## src/rtl/bilbo_pkg.sv

```systemverilog
package bilbo_pkg;
    typedef enum logic [1:0] {
        MODE_SCAN   = 2'b00,
        MODE_TEST   = 2'b01,
        MODE_CLEAR  = 2'b10,
        MODE_NORMAL = 2'b11
    } bilbo_mode_e;
endpackage

```

## src/rtl/bilbo_shift.sv

```systemverilog
// Serial scan step: the serial input enters the low bit and the rest move up.
module bilbo_shift #(
    parameter int W = 3
) (
    input  logic [W-1:0] cur,
    input  logic         si,
    output logic [W-1:0] nxt
);
    assign nxt = {cur[W-2:0], si};
endmodule

```

## src/rtl/bilbo_misr.sv

```systemverilog
// Linear-feedback step with parallel data folded into every stage.
module bilbo_misr #(
    parameter int           W    = 3,
    parameter logic [W-1:0] TAPS = 3'b101
) (
    input  logic [W-1:0] cur,
    input  logic [W-1:0] din,
    output logic [W-1:0] nxt
);
    for (genvar i = 0; i < W - 1; i++) begin : g_stage
        assign nxt[i] = cur[i+1] ^ din[i];
    end
    assign nxt[W-1] = (^(cur & TAPS)) ^ din[W-1];
endmodule

```

## src/rtl/bilbo_reg.sv

```systemverilog
module bilbo_reg
    import bilbo_pkg::*;
#(
    parameter int           W    = 3,
    parameter logic [W-1:0] TAPS = 3'b101
) (
    input  logic         clk,
    input  logic         rst,
    input  logic [1:0]   mode,
    input  logic [W-1:0] d,
    input  logic         si,
    output logic [W-1:0] q,
    output logic         so
);
    localparam logic [W-1:0] ZERO = '0;

    typedef struct packed {
        logic [W-1:0] bits;
    } state_t;

    state_t      st_d, st_q;
    bilbo_mode_e mode_e;
    logic [W-1:0] shift_nxt, misr_nxt;

    assign mode_e = bilbo_mode_e'(mode);

    bilbo_shift #(.W(W)) i_shift (
        .cur (st_q.bits),
        .si  (si),
        .nxt (shift_nxt)
    );

    bilbo_misr #(.W(W), .TAPS(TAPS)) i_misr (
        .cur (st_q.bits),
        .din (d),
        .nxt (misr_nxt)
    );

    always_comb begin
        st_d = st_q;
        unique case (mode_e)
            MODE_SCAN:   st_d.bits = shift_nxt;
            MODE_TEST:   st_d.bits = misr_nxt;
            MODE_CLEAR:  st_d.bits = ZERO;
            MODE_NORMAL: st_d.bits = d;
            default:     st_d.bits = ZERO;
        endcase
    end

    always_ff @(posedge clk) begin
        if (rst) st_q <= '0;
        else     st_q <= st_d;
    end

    assign q  = st_q.bits;
    assign so = st_q.bits[W-1];

    AST_NORMAL_LOAD: assert property (@(posedge clk) disable iff (rst)
        (mode == 2'b11) |=> (q == $past(d)));
    AST_SCAN_SHIFT: assert property (@(posedge clk) disable iff (rst)
        (mode == 2'b00) |=> (q == {$past(q[W-2:0]), $past(si)}));
    AST_CLEAR_ZERO: assert property (@(posedge clk) disable iff (rst)
        (mode == 2'b10) |=> (q == ZERO));
    AST_NO_LOCKUP: assert property (@(posedge clk) disable iff (rst)
        (mode == 2'b01 && d == ZERO && q != ZERO) |=> (q != ZERO));
endmodule

```

## config.mk

```make
export PLATFORM = sky130hd
export DESIGN_NAME = bilbo_reg
export DESIGN_NICKNAME = d
export VERILOG_FILES = /design/src/rtl/bilbo_pkg.sv /design/src/rtl/bilbo_shift.sv /design/src/rtl/bilbo_misr.sv /design/src/rtl/bilbo_reg.sv
export SDC_FILE = /design/constraint.sdc
export NUM_CORES = 1
export LEC_CHECK = 0
export BUFFER_PORTS_ARGS = -buffer_cell sky130_fd_sc_hd__buf_2
export CAP_MARGIN = 25
export CORE_AREA = 4 4 41 43
export DETAILED_ROUTE_END_ITERATION = 10
export DIE_AREA = 0 0 45 47
export GPL_TIMING_DRIVEN = 0
export PLACE_DENSITY = 0.42
export SLEW_MARGIN = 20
export SYNTH_ARGS = -nofsm -noshare
export SYNTH_HDL_FRONTEND = slang
export SYNTH_SLANG_ARGS = --single-unit
```

## constraint.sdc

```tcl
create_clock -name clk -period 0.98 [get_ports clk]
set_input_delay 0.196 -clock clk [delete_from_list [all_inputs] [get_ports clk]]
set_output_delay 0.196 -clock clk [all_outputs]
set_load 0.005 [all_outputs]
```

==> results.toml <==
[run_status]
status = "finished, final reports clean"

[power_and_ir_drop]
powerDensity_nw_per_um2 = 1460
power.share.clock_pct = 50.0
p_int_w = 0.000324
peakVddDrop_v = 0.000527
switching_share_pct = 24.4
pwr-share-comb_pct = 16.6
leakage_nw = 0.133
p_switching_w = 0.000105
p_seq_share_pct = 33.4

[layout]
drive_gt1_share_pct = 45.9
final_nets = 46
largest_reg_flops = 3
synthToLayoutAreaGrowth_pct = 51.9
n_antenna_cell = 0
stdcell_count = 52
post-route-util_pct = 22.5
fillers = 156
final_area_um2 = 293

[floorplanning]
fp.dieArea_um2 = 2120
core.rowCount = 13
start_util_pct = 14.8
die_h_um = 47
chipWidth_um = 45
io_pins = 12
coreArea_um2 = 1300

[placement]
gp_congestion = 0.695
dpl-instance-area_um2 = 267
dp_cells = 49
io_buffers = 11

[timing]
worstMarginPinSlew_ns = 0.246
final_hold_viol_count = 0
setup_tns_ns = 0
report.final.slew_viol_count = 0
rsz0062_at_grt = "no"
fmaxAchievable_mhz = 1090
finalCritPeriodShare_pct = 93.4
slew_headroom_pct = 83.3
hold_ws_ns = 0.210
fin_skew_ns = 0.00395
setup_violations = 0
period_minus_slack_ns = 0.916

[critical_path]
crit_chain = "buf_2"
path_buf_inv = 1
setup.worst_path.class = "register to output port"
crit_required_ns = 0.78
start_kind = "register"
cp_top_family = "flip-flops"
rr_worst_depth = 3
reg2reg_slack_ns = 0.08
crit_fanout = 5
reg2reg_from = "q[2]"
max_stage_delay_ns = 0.36
slowest_stage = "dfxtp_2"
critPathCaptureType = "output port"
r2r_end = "q[1]"
worstPathArrival_ns = 0.72

[routing]
ant_nets = 0
viasPerCell = 4.13
drt_iter0_drc = 2
drc = 0
vias = 215
wl_per_cell_um = 10.3
wl_um = 534
dr.pass1.iters = 2

[synth]
avgSynthCellArea_um2 = 8.38
synthesis.area_um2 = 193
synthCells = 23
syn_nets = 31
synth_common_cells = "nand2_1 (4), a31oi_1 (3), dfxtp_1 (3)"
yosysMostFrequentCell = "nand2_1"
synth-seq-cells = 3
yosysWarnings = 0
synth_area_leaders = "dfxtp_1 (31%), and4bb_2 (13%), a31oi_1 (9.7%), nand2_1 (7.8%), nand2b_1 (6.5%)"
yosysTopAreaCellShare_pct = 31.2
ys_types = 13
synth_edf_count = 0
seq_area_frac_synth_pct = 31.2
async_flop_share_pct = 0
yosysTopAreaCell = "dfxtp_1"
ys.flop_type = "dfxtp_1"

[clocking]
numCtsBuffers = 3
clkLatencyLatePin_ns = 0.23
htree_levels = 1
hold_buffers = 0
clock_path_buffers = 2
root_buffer = "clkbuf_4"
path_clk_slew_ns = 0.04
cts_tree = "built"
clock-sinks = 3

[grt]
grt_pass1_wl_um = 876
grt_pass1_vias = 204
antenna_found_initial = 0
grt_start_max_net_pins = 9
grt_use_total_pct = 6.15
grt.overflow.total = 0

[min_path]
hp-start = "rst"
hold_end = "q[1]"
hp-class = "primary input to register"
hold_depth = 2

[run]
cap_violations = 0
[how the worst max path moves through the flow]
| stage | from | cells past startpoint | end | slack (ns) |
|---|---|---|---|---|
| 3_3_place_gp | mode[0] | 4 | q[2] | 0.03 |
| 3_5_place_dp | mode[0] | 4 | q[1] | 0.05 |
| 5_1_grt | q[0] | 1 | q[0] | 0.006 |
| 6_report | q[2] | 1 | so | 0.06 |
| 2_1_floorplan | q[2] | 3 | q[1] | 0.12 |
| 4_1_cts | q[2] | 1 | so | 0.05 |
[metrics by stage]
| step | setup slack, ns | power [W] |
|---|---|---|
| floorplan | 0.118 | 0.000175 |
| global placement | 0.0330 | 0.000216 |
| detailed placement | 0.0470 | 0.000216 |
| CTS | 0.0462 | 0.000444 |
| global route | 0.00555 | 0.000472 |
| finish | 0.0643 | 0.000428 |
[placed cells by master (no fill, tap or decap)]
cell	n
buf_2	10
a31oi_1	3
nor4b_1	1
nand2_1	4
nor2_1	1
clkbuf_4	3
and4b_1	1
clkbuf_1	1
dfxtp_2	1
o311ai_1	1
and4bb_2	2
nand2b_1	2
inv_1	1
buf_6	1
a21oi_1	2
xor2_1	1
dfxtp_1	2
[layout make-up]
type                    instances  area (um^2)  area share (%)
well taps                      15         18.8            6.41
flip-flops and latches          3         61.3            20.9
multi-input cells              18          121            41.5
clock buffers                   4         26.3            8.97
inverters                       1         3.75            1.28
repair buffers                 11         61.3            20.9
[power by group through the flow]
stage                     Combinational (W)  Clock (W)  Sequential [W]
after floorplan                   0.0000318          0        0.000143
after CTS                         0.0000722   0.000228        0.000143
after global routing              0.0000797   0.000248        0.000144
after detailed placement          0.0000726          0        0.000143
final                             0.0000712   0.000214        0.000143
after global placement            0.0000728          0        0.000143
[per-layer routing]
metal | up-vias | part of all wire, % | track usage [%]
met2 | 3 | 53 | 8.47
met3 | 0 | 2.1 | 3.45
met1 | 98 | 45 | 6.79
li1 | 114 | - | -
met5 | - | 0 | 0
met4 | 0 | 0 | 5.26
[logic make-up (layout without fill, tap and decap cells)]
logic type             count (synthesis)  count (layout)  synth area share, %
AO/OA/AOI/OAI                          6               6                 19.5
XOR/XNOR                               1               1                 4.55
buffers and inverters                  2              16                 5.84
flip-flops                             3               3                 31.2
AND/OR/NAND/NOR                       11              11                 39.0
[what timing repair did]
action	CTS	global route
setup endpoints to repair	1	0
setup buffers	0	0
resized for setup	2	0
Power figures use the tool's default switching activity.
